## src/rtl/bridge_dec_pkg.sv

```systemverilog
package bridge_dec_pkg;

    // Legacy display memory range (inclusive)
    localparam logic [31:0] VGA_MEM_LO = 32'h000A_0000;
    localparam logic [31:0] VGA_MEM_HI = 32'h000B_FFFF;
    // Legacy display IO ranges on the 10-bit decoded offset (inclusive)
    localparam logic [9:0]  VGA_IO_A_LO = 10'h3B0;
    localparam logic [9:0]  VGA_IO_A_HI = 10'h3BB;
    localparam logic [9:0]  VGA_IO_B_LO = 10'h3C0;
    localparam logic [9:0]  VGA_IO_B_HI = 10'h3DF;

    // Stage 1: request decoded, waiting out the claim sample cycle
    typedef struct packed {
        logic valid;
        logic pos;
        logic sub_ok;
    } stage1_t;

    // Stage 2: final decision
    typedef struct packed {
        logic sub;
        logic fwd;
    } stage2_t;

    typedef struct packed {
        stage1_t s1;
        stage2_t s2;
    } dec_state_t;

endpackage

```

## src/rtl/bdec_window.sv

```systemverilog
module bdec_window #(
    parameter int W = 64
) (
    input  logic [W-1:0] base_i,
    input  logic [W-1:0] limit_i,
    input  logic [W-1:0] addr_i,
    output logic         hit_o
);
    logic enabled;
    logic above_base;
    logic below_limit;

    always_comb begin
        enabled     = (limit_i >= base_i);
        above_base  = (addr_i >= base_i);
        below_limit = (addr_i <= limit_i);
        hit_o       = enabled && above_base && below_limit;
    end
endmodule

```

## src/rtl/bdec_legacy.sv

```systemverilog
module bdec_legacy
    import bridge_dec_pkg::*;
#(
    parameter int ADDR_W = 64
) (
    input  logic [ADDR_W-1:0] addr_i,
    input  logic              is_io_i,
    input  logic              isa_en_i,
    input  logic              vga_en_i,
    output logic              isa_block_o,
    output logic              vga_hit_o
);
    localparam int HI_W = ADDR_W - 32;

    logic [9:0] io_off;
    logic       vga_io;
    logic       vga_mem;
    logic       upper_zero;

    generate
        if (ADDR_W > 32) begin : g_upper
            assign upper_zero = (addr_i[ADDR_W-1:32] == {HI_W{1'b0}});
        end else begin : g_no_upper
            assign upper_zero = 1'b1;
        end
    endgenerate

    always_comb begin
        io_off  = addr_i[9:0];
        vga_io  = ((io_off >= VGA_IO_A_LO) && (io_off <= VGA_IO_A_HI)) ||
                  ((io_off >= VGA_IO_B_LO) && (io_off <= VGA_IO_B_HI));
        vga_mem = upper_zero &&
                  (addr_i[31:0] >= VGA_MEM_LO) && (addr_i[31:0] <= VGA_MEM_HI);
        isa_block_o = isa_en_i && is_io_i && (io_off[9:8] != 2'b00);
        vga_hit_o   = vga_en_i && (is_io_i ? vga_io : vga_mem);
    end
endmodule

```

## src/rtl/bridge_claim_decoder.sv

```systemverilog
module bridge_claim_decoder
    import bridge_dec_pkg::*;
#(
    parameter int ADDR_W = 64,
    parameter int IO_W   = 16
) (
    input  logic              clk_i,
    input  logic              rst_ni,
    input  logic              req_valid_i,
    input  logic [ADDR_W-1:0] req_addr_i,
    input  logic              req_is_io_i,
    input  logic              req_wide_i,
    input  logic              other_claim_i,
    input  logic [ADDR_W-1:0] mem_base_i,
    input  logic [ADDR_W-1:0] mem_limit_i,
    input  logic [IO_W-1:0]   io_base_i,
    input  logic [IO_W-1:0]   io_limit_i,
    input  logic              mem_space_en_i,
    input  logic              io_space_en_i,
    input  logic              isa_en_i,
    input  logic              vga_en_i,
    output logic              pos_claim_o,
    output logic              sub_claim_o,
    output logic              fwd_o
);
    localparam int NARROW_W = 32;
    localparam int IO_HI_W  = ADDR_W - IO_W;

    logic [ADDR_W-1:0] eff_addr;
    logic [IO_W-1:0]   io_addr;
    logic              io_fits;
    logic              mem_win_hit;
    logic              io_win_hit;
    logic              isa_block;
    logic              vga_hit;
    logic              pos_mem;
    logic              pos_io;
    logic              pos_any;
    logic              sub_ok;

    dec_state_t state_d, state_q;

    // Narrow memory cycles drop the upper address half
    generate
        if (ADDR_W > NARROW_W) begin : g_narrow
            assign eff_addr = (req_wide_i || req_is_io_i) ? req_addr_i
                            : {{(ADDR_W-NARROW_W){1'b0}}, req_addr_i[NARROW_W-1:0]};
        end else begin : g_flat
            assign eff_addr = req_addr_i;
        end
        if (ADDR_W > IO_W) begin : g_io_range
            assign io_fits = (req_addr_i[ADDR_W-1:IO_W] == {IO_HI_W{1'b0}});
        end else begin : g_io_full
            assign io_fits = 1'b1;
        end
    endgenerate

    assign io_addr = req_addr_i[IO_W-1:0];

    bdec_window #(.W(ADDR_W)) u_mem_win (
        .base_i  (mem_base_i),
        .limit_i (mem_limit_i),
        .addr_i  (eff_addr),
        .hit_o   (mem_win_hit)
    );

    bdec_window #(.W(IO_W)) u_io_win (
        .base_i  (io_base_i),
        .limit_i (io_limit_i),
        .addr_i  (io_addr),
        .hit_o   (io_win_hit)
    );

    bdec_legacy #(.ADDR_W(ADDR_W)) u_legacy (
        .addr_i      (eff_addr),
        .is_io_i     (req_is_io_i),
        .isa_en_i    (isa_en_i),
        .vga_en_i    (vga_en_i),
        .isa_block_o (isa_block),
        .vga_hit_o   (vga_hit)
    );

    always_comb begin
        pos_mem = !req_is_io_i && mem_space_en_i && (mem_win_hit || vga_hit);
        pos_io  = req_is_io_i && io_space_en_i && io_fits &&
                  ((io_win_hit && !isa_block) || vga_hit);
        pos_any = pos_mem || pos_io;
        sub_ok  = req_is_io_i ? (io_space_en_i && io_fits) : mem_space_en_i;

        state_d = state_q;
        state_d.s1.valid  = req_valid_i;
        state_d.s1.pos    = req_valid_i && pos_any;
        state_d.s1.sub_ok = req_valid_i && !pos_any && sub_ok;
        state_d.s2.sub    = state_q.s1.sub_ok && !other_claim_i;
        state_d.s2.fwd    = state_q.s1.pos || state_d.s2.sub;
    end

    always_ff @(posedge clk_i) begin
        if (!rst_ni) begin
            state_q <= '0;
        end else begin
            state_q <= state_d;
        end
    end

    assign pos_claim_o = state_q.s1.pos;
    assign sub_claim_o = state_q.s2.sub;
    assign fwd_o       = state_q.s2.fwd;
endmodule

```

## config.mk

```make
export PLATFORM = sky130hd
export DESIGN_NAME = bridge_claim_decoder
export DESIGN_NICKNAME = d
export VERILOG_FILES = /design/src/rtl/bridge_dec_pkg.sv /design/src/rtl/bdec_window.sv /design/src/rtl/bdec_legacy.sv /design/src/rtl/bridge_claim_decoder.sv
export SDC_FILE = /design/constraint.sdc
export NUM_CORES = 1
export LEC_CHECK = 0
export ABC_AREA = 1
export BUFFER_PORTS_ARGS = -buffer_cell sky130_fd_sc_hd__buf_4
export CAP_MARGIN = 15
export CELL_PAD_IN_SITES_DETAIL_PLACEMENT = 1
export CELL_PAD_IN_SITES_GLOBAL_PLACEMENT = 1
export CORE_ASPECT_RATIO = 0.9
export CORE_MARGIN = 2
export CORE_UTILIZATION = 35
export CTS_BUF_LIST = sky130_fd_sc_hd__clkbuf_4 sky130_fd_sc_hd__clkbuf_8 sky130_fd_sc_hd__clkbuf_16
export DETAILED_ROUTE_END_ITERATION = 7
export PLACE_DENSITY_LB_ADDON = 0.25
export SLEW_MARGIN = 20
export SYNTH_ARGS = -nofsm -noshare
export SYNTH_HDL_FRONTEND = slang
export SYNTH_SLANG_ARGS = --single-unit
```

## constraint.sdc

```tcl
create_clock -name clk_i -period 3.5 [get_ports clk_i]
set_input_delay 0.7 -clock clk_i [delete_from_list [all_inputs] [get_ports clk_i]]
set_output_delay 0.7 -clock clk_i [all_outputs]
set_load 0.02 [all_outputs]
```

* Word level (Yosys, flattened, before mapping)
Index checks and enable logic that the tools add are counted.
** Storage, ports and cells
- Register bits after elaboration :: 4
- Latch bits :: 0
- Bits in writable memories :: 0
- Bits in read-only memories :: 0
- Bits of input ports :: 234
- Output and inout bits :: 3
- Memories kept :: 0
** Cells by class
- $add $sub $neg :: 0
- Multiply operators :: 0
- Div/mod/pow operators :: 0
- Magnitude comparators :: 12
- Equality and inequality tests :: 0
- Shift operators :: 0
- Muxes and demuxes :: 3
- Bitwise gates (word level) :: 0
- Reductions and logical operators :: 35
** Operators by type and width (number)
- 64-bit greater-or-equal comparator :: 2
- 64-bit less-or-equal comparator :: 1
- 64-bit two-way mux :: 1
- 48-bit zero test :: 1
- 16-bit greater-or-equal comparator :: 2
- 32-bit by 20-bit greater-or-equal comparator with 1-bit output, second input constant :: 1
- 32-bit by 20-bit less-or-equal comparator with 1-bit output, second input constant :: 1
- 32-bit zero test :: 1
- 1-bit logical AND :: 22
- 10-bit greater-or-equal comparator, second input constant :: 2
- 10-bit less-or-equal comparator, second input constant :: 2
- 16-bit less-or-equal comparator :: 1
- 1-bit logical OR :: 6
- 1-bit zero test :: 4
- 1-bit two-way mux :: 2
- 2-bit nonzero test :: 1

* Depth between registers and ports, before layout
Gate-level depths: netlist of run 1.
- Word-level depth :: 13
- Gate-level depth with buffers :: 21
- Gate-level depth less buffers :: 20

* Cells and area by module
Synthesis of run 1 repeated with hierarchy kept, for this count alone.
** Second synthesis, totals
- Cell total of the unflattened synthesis :: 1239
- Area, all modules :: 7247.0 um^2
** By module, submodules not included
- bdec_window at u_mem_win :: instances 1, cells an instance 799, area an instance 4982.3 um^2, sequential area each 0.0 um^2
- bdec_window at u_io_win :: instances 1, cells an instance 200, area an instance 1236.2 um^2, sequential area each 0.0 um^2
- bridge_claim_decoder :: instances 1, cells an instance 181, area an instance 785.8 um^2, sequential area each 80.1 um^2
- bdec_legacy :: instances 1, cells an instance 59, area an instance 242.7 um^2, sequential area each 0.0 um^2

* Worst setup path before layout of run 1
No wires, ideal clock.
- Kind :: input to register
- Start point :: input port req_is_io_i
- End point :: register state_q[2] (netlist name)
- Setup time :: 116 ps
- Data arrival time :: 2757 ps
- Data required time :: 3384 ps
- Setup slack :: 627 ps
- Stages :: 20
- Cell sequence :: nor2_2 > clkbuf_1 > clkbuf_1 > nor2_1 > ha_1 > nand2_1 > nor2_1 > and2_1 > nand2_1 > nand2_1 > nor2_1 > nand2_1 > a21oi_1 > nand2_1 > nand2_1 > nand3_2 > nand2_2 > nand2_2 > nand2_2 > nor2_2
** Between the ends
- Word-level cells in the longest chain between the ends :: 13
- Elaborated cells between the ends (all ways) :: 28
- Classes of those cells :: order compare: 2; mux: 3; reduce/logical: 23
** Ends and longest elaborated chain
- start: declaration :: RTL line bridge_claim_decoder.sv:11 : input logic req_is_io_i,
- branches (longest 12 deep; another with 64-bit greater-or-equal comparator)
- 1-bit logical AND (*) :: RTL line bridge_claim_decoder.sv:93 : state_d.s1.sub_ok = req_valid_i && !pos_any && sub_ok;
- end signal: assignment :: RTL line bridge_claim_decoder.sv:102 : state_q <= state_d;
- end: declaration :: RTL line bridge_claim_decoder.sv:41 : dec_state_t state_d, state_q;
Mark *: on every way between the ends.
A chain may end at the register's enable or synchronous reset.

* Worst setup path in the final report of run 1
Ends and elaborated chain as after synthesis.

==> flow_summary.json, run 1 <==
{
  "timing.final.crit_share_pct": 80.0,
  "numCtsBuffers": 3,
  "register_area_sq_um": 80.1,
  "dieWidth_microns": 151,
  "ctsLongestPathBuffers": 2,
  "dpl_worst_slack_ps": 501,
  "ys.flop_type": "dfxtp_1",
  "required_ps": 3610,
  "start_util_pct": 35.6,
  "slew-limit-headroom_pct": 50.2,
  "drc": 0,
  "min_period_ps": 2800,
  "finalWorstSetupSlack_ps": 699,
  "peakVddDrop_mv": 0.140,
  "crit_path_start_kind": "input port",
  "grt_pass1_vias": 8123,
  "worstPathArrival_ps": 2910,
  "cts_root_buffer": "clkbuf_16",
  "synth_edf_count": 0,
  "synthDistinctLibCells": 30,
  "max_freq_mhz": 357,
  "hold_buffers": 0,
  "cts_resized": 0,
  "rows": 48,
  "wire_per_inst_microns": 14.9,
  "hold_viol": 0,
  "final-setup-viol-count": 0,
  "grt_max_degree": 32,
  "syn_area_sq_um": 6790,
  "hpwl_mm": 22.4,
  "h-tree-depth": 1,
  "synthesis.instances": 1112,
  "drv_slew": 0,
  "crit_path_end_kind": "flip-flop",
  "min_path_type": "flip-flop to flip-flop",
  "tightest_slew_ps": 740,
  "grt_setup_unrepaired": "false",
  "wl_mm": 23.8,
  "core_area_sq_um": 19100,
  "areaGrowthSynthToFinish_pct": 31.8,
  "place.gp.congestion": 0.891,
  "finalPower_w": 0.00122,
  "syn_avg_cell_area_sq_um": 6.11,
  "tns_ps": 0,
  "final_cell_count_no_fill": 1600,
  "maxCapViolations": 0,
  "status": "finished clean",
  "fill_cells": 2640,
  "vias": 7804,
  "synthArstFlopShare_pct": 0,
  "antenna_found_initial": 0,
  "p_leak_nw": 5.64,
  "port_buffers": 236,
  "critPathKind": "input port to flip-flop",
  "yosys_warnings": 0,
  "clk_pin_slew_worst_paths_ps": 30,
  "cts_setup_buffers": 0,
  "yosysSeqAreaShare_pct": 1.18,
  "antenna_left": 0,
  "grt_usage_pct": 22.9,
  "synth_nets": 1584,
  "clock_skew_ps": 3.29,
  "first_iter_violations": 128,
  "drive_gt1_share_pct": 19.3,
  "cts_tree": "done",
  "ios": 237,
  "cp_max_fo": 31,
  "diodes": 0,
  "powerDensity_nw_per_um2": 136,
  "synth_seq_cells": 4,
  "drt_pass1_iterations": 4,
  "fin_worst_hold_slack_ps": 445,
  "multi_input_area_sq_um": 5720,
  "overflow": 0,
  "numClockSinks": 4,
  "finalNetCount": 1824,
  "dp.cells": 1597,
  "clk_latency_ps": 230,
  "die_y_microns": 136,
  "grt_pass1_wl_mm": 37.7,
  "die-area_sq_um": 20500,
  "routed_via_density": 4.88
}
## cell families after synthesis
family                     after synthesis  synth area share [%]
and+or+nand+nor                        451                  28.4
buffers and inverters                  264                  14.6
adders and majority gates              238                  43.8
AOI/OAI and AO/OA                      155                  12.0
DFF                                      4                  1.18
## through the flow
stage	instance area [sq um]	utilization, %
2_1_floorplan	6790	-
3_3_place_gp	8880	46.5
3_5_place_dp	8880	46.5
4_1_cts	8960	46.9
5_1_grt	8960	46.9
6_report	8960	46.9
## metal layers
layer	vias up	global-route usage, %	wire length [microns]
met2	156	42.4	11500
met4	0	4.05	378
met5	-	0	0
met1	3522	28.8	10900
li1	4104	-	-
met3	22	2.25	1000
## path summary, 6_finish.rpt
check	start	slack [ps]	cells after the start	to
worst max-delay path	req_is_io_i	700	16	state_q[2]$_SDFF_PN0_
worst min-delay path	state_q[2]$_SDFF_PN0_	440	2	sub_claim_o$_SDFF_PN0_
worst max register to register	state_q[2]$_SDFF_PN0_	2910	2	fwd_o$_SDFF_PN0_
worst min register to register	state_q[2]$_SDFF_PN0_	440	2	sub_claim_o$_SDFF_PN0_
## power by group
group	switching (W)	total (W)	internal [W]
registers	0.000000257	0.0000470	0.0000467
clock network	0.0000335	0.000180	0.000146
logic	0.000535	0.000994	0.000460
## sequential cells by signal (all words and copies together) (netlist names)
signal / count
fwd_o: 1
pos_claim_o: 1
state_q: 1
sub_claim_o: 1
## cells in the final DEF, fill, tap and decap left out
cell / instances
a21o_1: 4
a21oi_1: 107
and3b_1: 2
o21ai_0: 31
nand3_1: 27
and2_1: 2
inv_2: 3
nor3_1: 16
a21oi_2: 1
inv_1: 257
o21a_1: 7
o211ai_1: 3
o21bai_1: 1
buf_4: 238
nor4_1: 9
nand2_1: 253
ha_1: 238
o21ai_1: 1
dfxtp_1: 4
clkinv_1: 1
nor4_2: 1
nor2_1: 97
nand3b_1: 1
nor2_2: 4
nor3b_2: 1
nand2_4: 1
clkbuf_16: 3
nand4_1: 27
nand3_2: 3
nand2_2: 5
and3_1: 2
## final cells by class
| class | count | area share [%] |
|---|---|---|
| Sequential cell | 4 | 0.894 |
| Timing Repair Buffer | 238 | 19.9 |
| Multi-Input combinational cell | 844 | 63.9 |
| Tap cell | 250 | 3.49 |
| Clock buffer | 3 | 0.838 |
| Inverter | 261 | 10.9 |
## critical path, stage by stage
cell and delay, ps:
buf_4 150, nor2_2 100, buf_4 320, nor2_1 130, ha_1 320, nand2_1 90
nor4_1 340, nand2_1 130, nor2_2 160, nand2_1 80, nand3_2 80, nand3_2 80
nand2_2 60, nand2_2 60, nand2_2 60, nor2_2 40
## Yosys cell counts, types with 2 or more instances
library cell  instances  area, sq um
nor2_2                4         25.0
o21ai_0              31          155
nand2_1             253          950
dfxtp_1               4         80.1
and2_1                2         12.5
a21oi_1             107          536
and3_1                2         12.5
a21o_1                4         30.0
nand3_1              27          135
inv_1               257          965
clkbuf_1              3         11.3
inv_2                 3         11.3
o21a_1                7         52.6
ha_1                238         2980
nand3_2               3         30.0
nand2_2               5         31.3
o211ai_1              3         22.5
and3b_1               2         17.5
nand4_1              27          169
nor3_1               16         80.1
nor2_1               97          364
nor4_1                9         56.3
Power figures use the tool's default switching activity.
==> run 2: changes to the inputs <==
clock period = 2.6 ns   (was 3.5 ns; I/O delays follow)
==> run 2 against run 1 <==
Against the previous run:
- die area unchanged
- sequential share of layout area about the same
- setup slack worse by 510 ps
- critical endpoint unchanged
- first-iteration DRC count rose by 18%
- largest cell class unchanged
- critical path type unchanged
- register-to-register slack got worse by 930 ps
==> flow_summary.json, run 2 (same netlist as run 1, synthesis figures left out) <==
{
  "status": "finished clean",
  "antenna_found_initial": 0,
  "wire_per_inst_microns": 15.2,
  "peakVddDrop_mv": 0.129,
  "dieWidth_microns": 151,
  "numCtsBuffers": 3,
  "wl_mm": 24.4,
  "cp_max_fo": 16,
  "grt_max_degree": 32,
  "r2r-start": "state_q[2]$_SDFF_PN0_",
  "dr.max_layer_used": "met4",
  "drc": 0,
  "numClockSinks": 4,
  "final-setup-viol-count": 0,
  "cts_root_buffer": "clkbuf_16",
  "die-area_sq_um": 20500,
  "critPathSlowestCell": "nor4_1",
  "reg2reg_slack_ps": 1980,
  "max_stage_delay_ps": 340,
  "vias": 7852,
  "grt_pass1_vias": 8285,
  "fin_util_pct": 47.3,
  "overflow": 0,
  "ctsLongestPathBuffers": 2,
  "areaGrowthSynthToFinish_pct": 32.9,
  "crit_path_end": "state_q[2]$_SDFF_PN0_",
  "rows": 48,
  "met1_length_mm": 11.2,
  "start_util_pct": 35.6,
  "place.gp.congestion": 0.860,
  "register_area_sq_um": 80.1,
  "diodes": 0,
  "maxCapViolations": 0,
  "final_cell_mix": "inv_1 (257), nand2_1 (253), buf_4 (241), ha_1 (238), a21oi_1 (107)",
  "multi_input_area_sq_um": 5730,
  "p_leak_nw": 5.68,
  "worstPathArrival_ps": 2530,
  "h-tree-depth": 1,
  "crit_chain": "buf_4 > nor2_4 > buf_12 > nor2_1 > ha_1 > nand2_1 > nor4_1 > nand2_1 > nor2_2 > nand2_1 > nand3_2 > nand3_2 > nand2_2 > nand2_2 > nand2_2 > nor2_2",
  "first_iter_violations": 151,
  "hold_start": "state_q[2]$_SDFF_PN0_",
  "crit_path_start_kind": "input port",
  "final_common_cell": "inv_1",
  "clk_latency_ps": 230,
  "drv_slew": 0,
  "slew-limit-headroom_pct": 65.6,
  "crit_path_end_kind": "flip-flop",
  "critPathKind": "input port to flip-flop",
  "hpwl_mm": 22.9,
  "core_area_sq_um": 19100,
  "required_ps": 2720,
  "grt_setup_unrepaired": "false",
  "cts_setup_buffers": 0,
  "rr_worst_depth": 2,
  "fin_worst_hold_slack_ps": 507,
  "die_y_microns": 136,
  "hold_viol": 0,
  "met3_length_mm": 1.23,
  "powerDensity_nw_per_um2": 185,
  "grt_pass1_wl_mm": 38.7,
  "max_freq_mhz": 415,
  "port_buffers": 236,
  "drive_gt1_share_pct": 19.6,
  "timing.final.crit_share_pct": 92.7,
  "min_path_type": "flip-flop to flip-flop",
  "drt_pass1_iterations": 4,
  "clock_skew_ps": 1.95,
  "grt_usage_pct": 23.4,
  "fill_cells": 2680,
  "wl_met2_mm": 11.7,
  "min_period_ps": 2410,
  "cts_tree": "done",
  "tightest_slew_ps": 512,
  "clk_pin_slew_worst_paths_ps": 30,
  "reg2reg_to": "fwd_o$_SDFF_PN0_",
  "place_area_sq_um": 8920,
  "ios": 237,
  "routed_via_density": 4.89,
  "antenna_left": 0,
  "crit_start": "req_is_io_i",
  "finalNetCount": 1829,
  "fin_area_sq_um": 9030
}
==> run 2: cell count changes in the layout (fill, tap and decap cells not counted) <==
cell       change
buf_4          +3
buf_12         +1
clkbuf_16      +1
nor2_2         -1
nor2_4         +1
==> run 2: where the power goes <==
group	internal [W]	switching, W	total [W]
sequential	0.0000629	0.000000453	0.0000633
clock	0.000197	0.0000497	0.000247
combinational	0.000628	0.000729	0.00136
==> run 2: timing repair <==
item	4_1_cts	5_1_grt
resized for setup	0	1
hold buffers	0	0
endpoints found under the setup margin	0	1
endpoints found under the hold margin	0	0
==> run 2: how the worst min path moves through the flow <==
| stage | endpoint | slack, ps | cells after the start |
|---|---|---|---|
| 2_1_floorplan | sub_claim_o$_SDFF_PN0_ | 420 | 2 |
| 3_3_place_gp | sub_claim_o$_SDFF_PN0_ | 500 | 2 |
| 3_5_place_dp | sub_claim_o$_SDFF_PN0_ | 510 | 2 |
| 4_1_cts | sub_claim_o$_SDFF_PN0_ | 510 | 2 |
| 5_1_grt | fwd_o$_SDFF_PN0_ | 540 | 2 |
| 6_report | sub_claim_o$_SDFF_PN0_ | 510 | 2 |
==> run 2: worst max-delay path: cells and delay by family <==
kind	cells	cell delay, ps
adder cells (fa/ha/maj)	1	300
buffers and inverters	2	310
AND/OR/NAND/NOR	13	1390
==> run 2: metrics by stage <==
step                      total power (W)  TNS [ps]  worst slack, ps  instances
after floorplan                  0.000815         0              108       1112
after global placement            0.00136     -19.1            -19.1       1601
after detailed placement          0.00142      -106            -68.5       1601
after CTS                         0.00168         0              157       1604
after global routing              0.00188         0             6.90       1605
final                             0.00167         0              191       1605
==> run 2: final cells by class <==
class,count,area share [%]
multi-input cells,844,63.4
repair buffers,243,20.5
inverters,261,10.9
well taps,250,3.46
flip-flops and latches,4,0.887
clock buffers,3,0.831
==> run 2: per-layer routing <==
metal	vias up	GRT usage [%]
met2	170	43.5
met1	3557	29.5
met3	21	2.68
met4	0	3.17
li1	4104	-
met5	-	0
